## config.mk

```make
export PLATFORM = sky130hd
export DESIGN_NAME = bmseq_top
export DESIGN_NICKNAME = d
export VERILOG_FILES = /design/src/rtl/bmseq_pkg.sv /design/src/rtl/bmseq_opdec.sv /design/src/rtl/bmseq_route.sv /design/src/rtl/bmseq_ctlgen.sv /design/src/rtl/bmseq_top.sv
export SDC_FILE = /design/constraint.sdc
export NUM_CORES = 1
export LEC_CHECK = 0
export BUFFER_PORTS_ARGS = -buffer_cell sky130_fd_sc_hd__buf_2
export CAP_MARGIN = 20
export CORE_MARGIN = 1
export CORE_UTILIZATION = 45
export DETAILED_ROUTE_END_ITERATION = 10
export PLACE_DENSITY = 0.7
export SETUP_SLACK_MARGIN = 0.05
export SLEW_MARGIN = 20
export SYNTH_ARGS = -nofsm -noshare
export SYNTH_HDL_FRONTEND = slang
export SYNTH_SLANG_ARGS = --single-unit
```

## constraint.sdc

```tcl
create_clock -name clk -period 2 [get_ports clk]
set_clock_uncertainty 0.05 [all_clocks]
set_input_delay 0 -clock clk [delete_from_list [all_inputs] [get_ports clk]]
set_output_delay 0 -clock clk [all_outputs]
set_load 0.02 [all_outputs]
```

## src/rtl/bmseq_pkg.sv

```systemverilog
`timescale 1ns/1ps
package bmseq_pkg;

    localparam int OP_W    = 3;
    localparam int NUM_OPS = 1 << OP_W;
    localparam int NREQ    = 4;
    localparam int ROUTE_W = NREQ + 1;

    localparam logic [OP_W-1:0] OPC_JMP  = 3'd0;
    localparam logic [OP_W-1:0] OPC_JRP  = 3'd1;
    localparam logic [OP_W-1:0] OPC_LDN  = 3'd2;
    localparam logic [OP_W-1:0] OPC_STO  = 3'd3;
    localparam logic [OP_W-1:0] OPC_SUBA = 3'd4;
    localparam logic [OP_W-1:0] OPC_SUBB = 3'd5;
    localparam logic [OP_W-1:0] OPC_CMP  = 3'd6;
    localparam logic [OP_W-1:0] OPC_HLT  = 3'd7;

    typedef enum logic [4:0] {
        PH_BOOT, PH_F_INJ, PH_F_ADDR, PH_F_READ, PH_F_COPY, PH_F_SPLIT,
        PH_F_DISP, PH_O_SET, PH_O_READ, PH_O_COPY, PH_O_DROP, PH_S_INJ,
        PH_S_WRITE, PH_S_DONE, PH_PROBE, PH_ADV, PH_HALT
    } phase_e;

    typedef enum logic [1:0] {
        RG_NEUTRAL = 2'd0,
        RG_COPY    = 2'd1,
        RG_RELEASE = 2'd2
    } regen_e;

    typedef struct packed {
        logic   req_acc_rd;
        logic   req_acc_upd;
        logic   req_pc_upd;
        logic   req_pc_rd;
        logic   rod_hold;
        logic   line_open;
        logic   mem_reset;
        logic   inj_all;
        regen_e mid;
        regen_e low;
        logic   discard;
        logic   acc_clr;
        logic   pc_clr;
        logic   acc_probe;
        logic   pc_inc;
        logic   pc_skip;
        logic   sender_rel;
        logic   idec_clr;
        logic   halted;
    } ctl_t;

endpackage

```

## src/rtl/bmseq_opdec.sv

```systemverilog
`timescale 1ns/1ps
module bmseq_opdec #(
    parameter int OPW  = 3,
    localparam int NOP = 1 << OPW
) (
    input  logic [OPW-1:0] op,
    output logic [NOP-1:0] sel
);
    for (genvar i = 0; i < NOP; i++) begin : g_line
        assign sel[i] = (op == OPW'(i));
    end
endmodule

```

## src/rtl/bmseq_route.sv

```systemverilog
`timescale 1ns/1ps
module bmseq_route #(
    parameter int NR = 4
) (
    input  logic [NR-1:0] req,
    output logic [NR:0]   route
);
    // Higher request index wins; no request selects the default split.
    for (genvar i = 0; i < NR; i++) begin : g_pri
        assign route[i+1] = req[i] & ~(|(req >> (i + 1)));
    end
    assign route[0] = ~(|req);
endmodule

```

## src/rtl/bmseq_ctlgen.sv

```systemverilog
`timescale 1ns/1ps
module bmseq_ctlgen
    import bmseq_pkg::*;
#(
    parameter int NOP = 8
) (
    input  phase_e         ph,
    input  logic [NOP-1:0] opsel,
    input  logic           skip,
    output ctl_t           ctl
);
    logic is_acc_upd, is_pc_upd, is_cmp, is_sto;
    logic unused_hlt;

    assign is_acc_upd = opsel[OPC_LDN] | opsel[OPC_SUBA] | opsel[OPC_SUBB];
    assign is_pc_upd  = opsel[OPC_JMP] | opsel[OPC_JRP];
    assign is_cmp     = opsel[OPC_CMP];
    assign is_sto     = opsel[OPC_STO];
    assign unused_hlt = opsel[OPC_HLT];

    always_comb begin
        ctl     = '0;
        ctl.mid = RG_NEUTRAL;
        ctl.low = RG_NEUTRAL;
        case (ph)
            PH_F_INJ: begin
                ctl.req_pc_rd = 1'b1;
                ctl.rod_hold  = 1'b1;
                ctl.inj_all   = 1'b1;
            end
            PH_F_ADDR: begin
                ctl.req_pc_rd = 1'b1;
                ctl.rod_hold  = 1'b1;
                ctl.mid       = RG_RELEASE;
            end
            PH_F_READ:  ctl.line_open = 1'b1;
            PH_F_COPY: begin
                ctl.mid       = RG_COPY;
                ctl.mem_reset = 1'b1;
            end
            PH_F_SPLIT: begin
                ctl.rod_hold   = 1'b1;
                ctl.sender_rel = 1'b1;
            end
            PH_F_DISP: begin
                ctl.rod_hold = 1'b1;
                ctl.mid      = RG_RELEASE;
            end
            PH_O_SET, PH_O_READ, PH_O_COPY: begin
                ctl.req_acc_upd = is_acc_upd;
                ctl.req_pc_upd  = is_pc_upd;
                ctl.req_acc_rd  = is_cmp;
                ctl.discard     = is_sto;
                if (ph == PH_O_SET) begin
                    ctl.acc_clr = opsel[OPC_LDN];
                    ctl.pc_clr  = opsel[OPC_JMP];
                end
                if (ph == PH_O_READ) ctl.line_open = 1'b1;
                if (ph == PH_O_COPY) begin
                    ctl.mid       = RG_COPY;
                    ctl.mem_reset = 1'b1;
                end
            end
            PH_O_DROP:  ctl.low = RG_RELEASE;
            PH_S_INJ: begin
                ctl.req_acc_rd = 1'b1;
                ctl.inj_all    = 1'b1;
                ctl.mid        = RG_RELEASE;
            end
            PH_S_WRITE: begin
                ctl.line_open = 1'b1;
                ctl.low       = is_sto ? RG_COPY : RG_NEUTRAL;
            end
            PH_S_DONE: begin
                ctl.low       = RG_RELEASE;
                ctl.mem_reset = 1'b1;
            end
            PH_PROBE: begin
                ctl.req_acc_rd = 1'b1;
                ctl.acc_probe  = 1'b1;
            end
            PH_ADV: begin
                ctl.pc_inc     = 1'b1;
                ctl.pc_skip    = skip;
                ctl.sender_rel = 1'b1;
                ctl.idec_clr   = 1'b1;
            end
            PH_HALT:    ctl.halted = 1'b1;
            default:    ctl = '0;
        endcase
    end
endmodule

```

## src/rtl/bmseq_top.sv

```systemverilog
`timescale 1ns/1ps
module bmseq_top
    import bmseq_pkg::*;
(
    input  logic            clk,
    input  logic            rst_n,
    input  logic            step_done,
    input  logic [OP_W-1:0] op_in,
    input  logic            acc_sign,
    output logic [ROUTE_W-1:0] route,
    output logic            rod_hold,
    output logic            line_open,
    output logic            mem_reset,
    output logic            inj_all,
    output logic [1:0]      mid_mode,
    output logic [1:0]      low_mode,
    output logic            discard,
    output logic            acc_clr,
    output logic            pc_clr,
    output logic            acc_probe,
    output logic            pc_inc,
    output logic            pc_skip,
    output logic            sender_rel,
    output logic            idec_clr,
    output logic            halted
);
    typedef struct packed {
        phase_e          ph;
        logic [OP_W-1:0] op;
        logic            skip;
    } st_t;

    st_t  st_d, st_q;
    ctl_t ctl_d, ctl_q;
    logic [NUM_OPS-1:0] sel_d;

    always_comb begin
        st_d = st_q;
        if (step_done) begin
            case (st_q.ph)
                PH_BOOT:    st_d.ph = PH_F_INJ;
                PH_F_INJ:   st_d.ph = PH_F_ADDR;
                PH_F_ADDR:  st_d.ph = PH_F_READ;
                PH_F_READ:  st_d.ph = PH_F_COPY;
                PH_F_COPY:  st_d.ph = PH_F_SPLIT;
                PH_F_SPLIT: st_d.ph = PH_F_DISP;
                PH_F_DISP: begin
                    st_d.op = op_in;
                    st_d.ph = (op_in == OPC_HLT) ? PH_HALT : PH_O_SET;
                end
                PH_O_SET:   st_d.ph = PH_O_READ;
                PH_O_READ:  st_d.ph = PH_O_COPY;
                PH_O_COPY:  st_d.ph = PH_O_DROP;
                PH_O_DROP:  st_d.ph = PH_S_INJ;
                PH_S_INJ:   st_d.ph = PH_S_WRITE;
                PH_S_WRITE: st_d.ph = PH_S_DONE;
                PH_S_DONE:  st_d.ph = (st_q.op == OPC_CMP) ? PH_PROBE : PH_ADV;
                PH_PROBE: begin
                    st_d.skip = acc_sign;
                    st_d.ph   = PH_ADV;
                end
                PH_ADV: begin
                    st_d.skip = 1'b0;
                    st_d.ph   = PH_F_INJ;
                end
                PH_HALT:    st_d.ph = PH_HALT;
                default:    st_d.ph = PH_BOOT;
            endcase
        end
    end

    bmseq_opdec #(.OPW(OP_W)) u_dec (
        .op  (st_d.op),
        .sel (sel_d)
    );

    bmseq_ctlgen #(.NOP(NUM_OPS)) u_ctl (
        .ph    (st_d.ph),
        .opsel (sel_d),
        .skip  (st_d.skip),
        .ctl   (ctl_d)
    );

    always_ff @(posedge clk) begin
        if (!rst_n) begin
            st_q  <= '{ph: PH_BOOT, op: '0, skip: 1'b0};
            ctl_q <= '0;
        end else begin
            st_q  <= st_d;
            ctl_q <= ctl_d;
        end
    end

    bmseq_route #(.NR(NREQ)) u_route (
        .req   ({ctl_q.req_acc_rd, ctl_q.req_acc_upd, ctl_q.req_pc_upd, ctl_q.req_pc_rd}),
        .route (route)
    );

    assign rod_hold   = ctl_q.rod_hold;
    assign line_open  = ctl_q.line_open;
    assign mem_reset  = ctl_q.mem_reset;
    assign inj_all    = ctl_q.inj_all;
    assign mid_mode   = ctl_q.mid;
    assign low_mode   = ctl_q.low;
    assign discard    = ctl_q.discard;
    assign acc_clr    = ctl_q.acc_clr;
    assign pc_clr     = ctl_q.pc_clr;
    assign acc_probe  = ctl_q.acc_probe;
    assign pc_inc     = ctl_q.pc_inc;
    assign pc_skip    = ctl_q.pc_skip;
    assign sender_rel = ctl_q.sender_rel;
    assign idec_clr   = ctl_q.idec_clr;
    assign halted     = ctl_q.halted;
endmodule

```

==> impl_metrics.env <==
export IMPL_seq_area_frac_synth=0.406
export IMPL_io_buffers=28
export IMPL_rsz0062_at_grt="true"
export IMPL_grt_use_total=0.225
export IMPL_placed_cell_area_um2=1660
export IMPL_cp_slowest_cell="a2111o_1"
export IMPL_antenna_found_initial=0
export IMPL_grt_max_degree=15
export IMPL_cp_slowest_stage_delay_ns=0.47
export IMPL_cp_start_kind="register"
export IMPL_crit_chain="nor2b_1 > o311a_1 > o211a_1 > a2111o_1 > or3_4 > nor2_2"
export IMPL_synth_most_common_cell="dfxtp_1"
export IMPL_syn_inst=171
export IMPL_detail_route_antenna_nets=0
export IMPL_tns_ns=-0.0369
export IMPL_antenna_cells=0
export IMPL_synth_top_area_cell="dfxtp_1"
export IMPL_finalSetupViolations=2
export IMPL_hold_violations=0
export IMPL_period_share=1.01
export IMPL_via_count=1425
export IMPL_clockBufferDepth=2
export IMPL_h_tree_depth=2
export IMPL_initial_utilization=0.472
export IMPL_placed_cells=245
export IMPL_crit_type="register to register"
export IMPL_ys_warn_count=0
export IMPL_setup_ws_ns=-0.0235
export IMPL_synth_area_leaders="dfxtp_1 41%, nor2_1 6.6%, buf_4 4.2%"
export IMPL_yosys_top_cells_count="29 x dfxtp_1, 25 x nor2_1, 12 x nand2_1"
export IMPL_crit_cells=6
export IMPL_rows=20
export IMPL_total_power_uw=1330
export IMPL_drv_slew=0
export IMPL_ys_ff_latch=29
export IMPL_dp_hpwl_um=2480
export IMPL_finalCoreUtilization=0.638
export IMPL_max_freq_ghz=0.494
export IMPL_nFillCells=268
export IMPL_grt_overflow_total=0
export IMPL_tritoncts="yes"
export IMPL_crit_fanout=3
export IMPL_cts_sinks=29
export IMPL_coreArea_um2=3030
export IMPL_drt_initial_drc_count=64
export IMPL_grt_pass1_wl_um=5710
export IMPL_synth_fp_nets=178
export IMPL_dieArea_um2=3400
export IMPL_synthDistinctLibCells=49
export IMPL_violations="setup timing"
export IMPL_gp_congestion=0.987
export IMPL_stdcell_count=262
export IMPL_yosysTopAreaCellShare=0.406
export IMPL_synth_edf_count=0
export IMPL_wl_um=3580
export IMPL_hold_depth=4
export IMPL_root_buffer="clkbuf_4"
export IMPL_required_ns=2.23
export IMPL_dieHeight_um=58.4
export IMPL_worstSkewPairLatency_ns=0.33
export IMPL_route_detailed_drc=0
export IMPL_clk_pin_slew_ns=0.09
export IMPL_avgSynthCellArea_um2=8.36
export IMPL_post_route_cell_area_um2=1930
export IMPL_ys_flop_type="dfxtp_1"
export IMPL_crit_family="compound AO/OA/AOI/OAI gates"
export IMPL_outcome="complete, but fails checks"
export IMPL_worstSetupEndpointType="register"
export IMPL_nNetsFinal=224
export IMPL_drv_cap=0
export IMPL_tightest_slew_ns=0.341
export IMPL_post_route_min_period_ns=2.02
export IMPL_cts_made_buffers=5
export IMPL_grt_pass1_vias=1240
export IMPL_ir_drop_mv=0.542
export IMPL_layout_drive_gt1_share=0.408
export IMPL_wl_per_cell_um=13.7
export IMPL_pwr_density_cell_nw_per_um2=688
export IMPL_rr_worst_depth=6
export IMPL_hp_class="primary input to register"
export IMPL_slew_headroom=0.770
export IMPL_top_level_ports=29
export IMPL_path_buf_inv=0
export IMPL_syn2layout_area_growth_pct=35.3
export IMPL_synth_area_um2=1430
export IMPL_async_flop_share=0
export IMPL_first_pass_iters=4
export IMPL_fp_dieW_um=58.4
export IMPL_viasPerCell=5.44
export IMPL_p_leak_uw=0.000828
export IMPL_crit_arrival_ns=2.25
## routing by layer
| layer | GRT usage | wire length, um | vias up |
|---|---|---|---|
| met4 | 0.0986 | 74 | 0 |
| met2 | 0.369 | 1850 | 53 |
| met3 | 0.0725 | 196 | 6 |
| met1 | 0.270 | 1460 | 673 |
| li1 | - | - | 693 |
| met5 | 0 | 0 | - |
## logic make-up (layout without fill, tap and decap cells)
family | after synthesis | count (layout) | synth area share
flip-flops | 29 | 29 | 0.406
multiplexers | 5 | 5 | 0.0359
AO/OA/AOI/OAI | 31 | 31 | 0.159
AND/OR/NAND/NOR | 84 | 84 | 0.308
XOR/XNOR | 1 | 1 | 0.00613
buffers and inverters | 21 | 68 | 0.0849
## flip-flops by register name, summed over array words and instances, names as in the netlist
name,flops
st_q,9
ctl_q,4
low_mode,2
mid_mode,2
acc_clr,1
acc_probe,1
discard,1
halted,1
inj_all,1
line_open,1
mem_reset,1
pc_clr,1
pc_inc,1
pc_skip,1
rod_hold,1
sender_rel,1
## where the power goes
part           internal (uW)  switching [uW]  total [uW]
Sequential               595            12.1         607
Clock                    298             208         506
Combinational           96.1             121         217
## placed cells by master (no fill, tap or decap), types with 2 or more instances in the layout
cell and n:
mux2i_1 3, o211a_1 2, nor3b_1 3, nor3_1 3, o21ai_0 3, buf_2 28, nand3b_1 5, nand2_1 12
nand3_2 2, nand2b_1 4, dfxtp_2 4, inv_1 2, nand3_1 3, dlygate4sd3_1 4, nor3_2 3, o211ai_1 2
a21oi_1 9, nor2b_1 7, clkbuf_4 5, nor2_1 22, nor2_2 4, buf_4 23, nor2b_2 2, dfxtp_1 24
nand4_1 3
## worst min-delay path, delay by kind of cell
| family | cells | cell delay, ns |
|---|---|---|
| and+or+nand+nor | 2 | 0.25 |
| AOI/OAI and AO/OA | 1 | 0.09 |
| buffers and inverters | 1 | 0.07 |
## area by class of cell
class	count	area (um2)	area share
multi-input combinational	121	816	0.422
inverter	4	15.0	0.00777
clock buffer	7	55.1	0.0285
clock inverter	1	30.0	0.0155
sequential	29	589	0.305
timing repair buffer	56	373	0.193
tap	44	55.1	0.0285
## stage by stage
stage	hold slack, ns	setup WS, ns
after floorplan	0.0937	0.0558
after global placement	0.204	0.0137
after detailed placement	0.205	-0.0631
after CTS	0.0507	0.00362
after global routing	0.162	-0.0766
final	0.0743	-0.0235
## repair_timing
item                                    4_1_cts  5_1_grt
gates resized for setup                       5       21
hold buffers                                  4        0
pin swaps                                     0        9
hold endpoints to repair                      8        0
endpoints found under the setup margin       12       18
setup buffers                                 3        3
## final timing paths
path	startpoint	slack, ns	endpoint
setup reg to reg	st_q[5]	-0.02	acc_clr
setup / recovery	st_q[5]	-0.02	acc_clr
hold reg to reg	st_q[0]	0.47	st_q[0]
hold / removal	acc_sign	0.07	st_q[0]
Power figures use the tool's default switching activity.
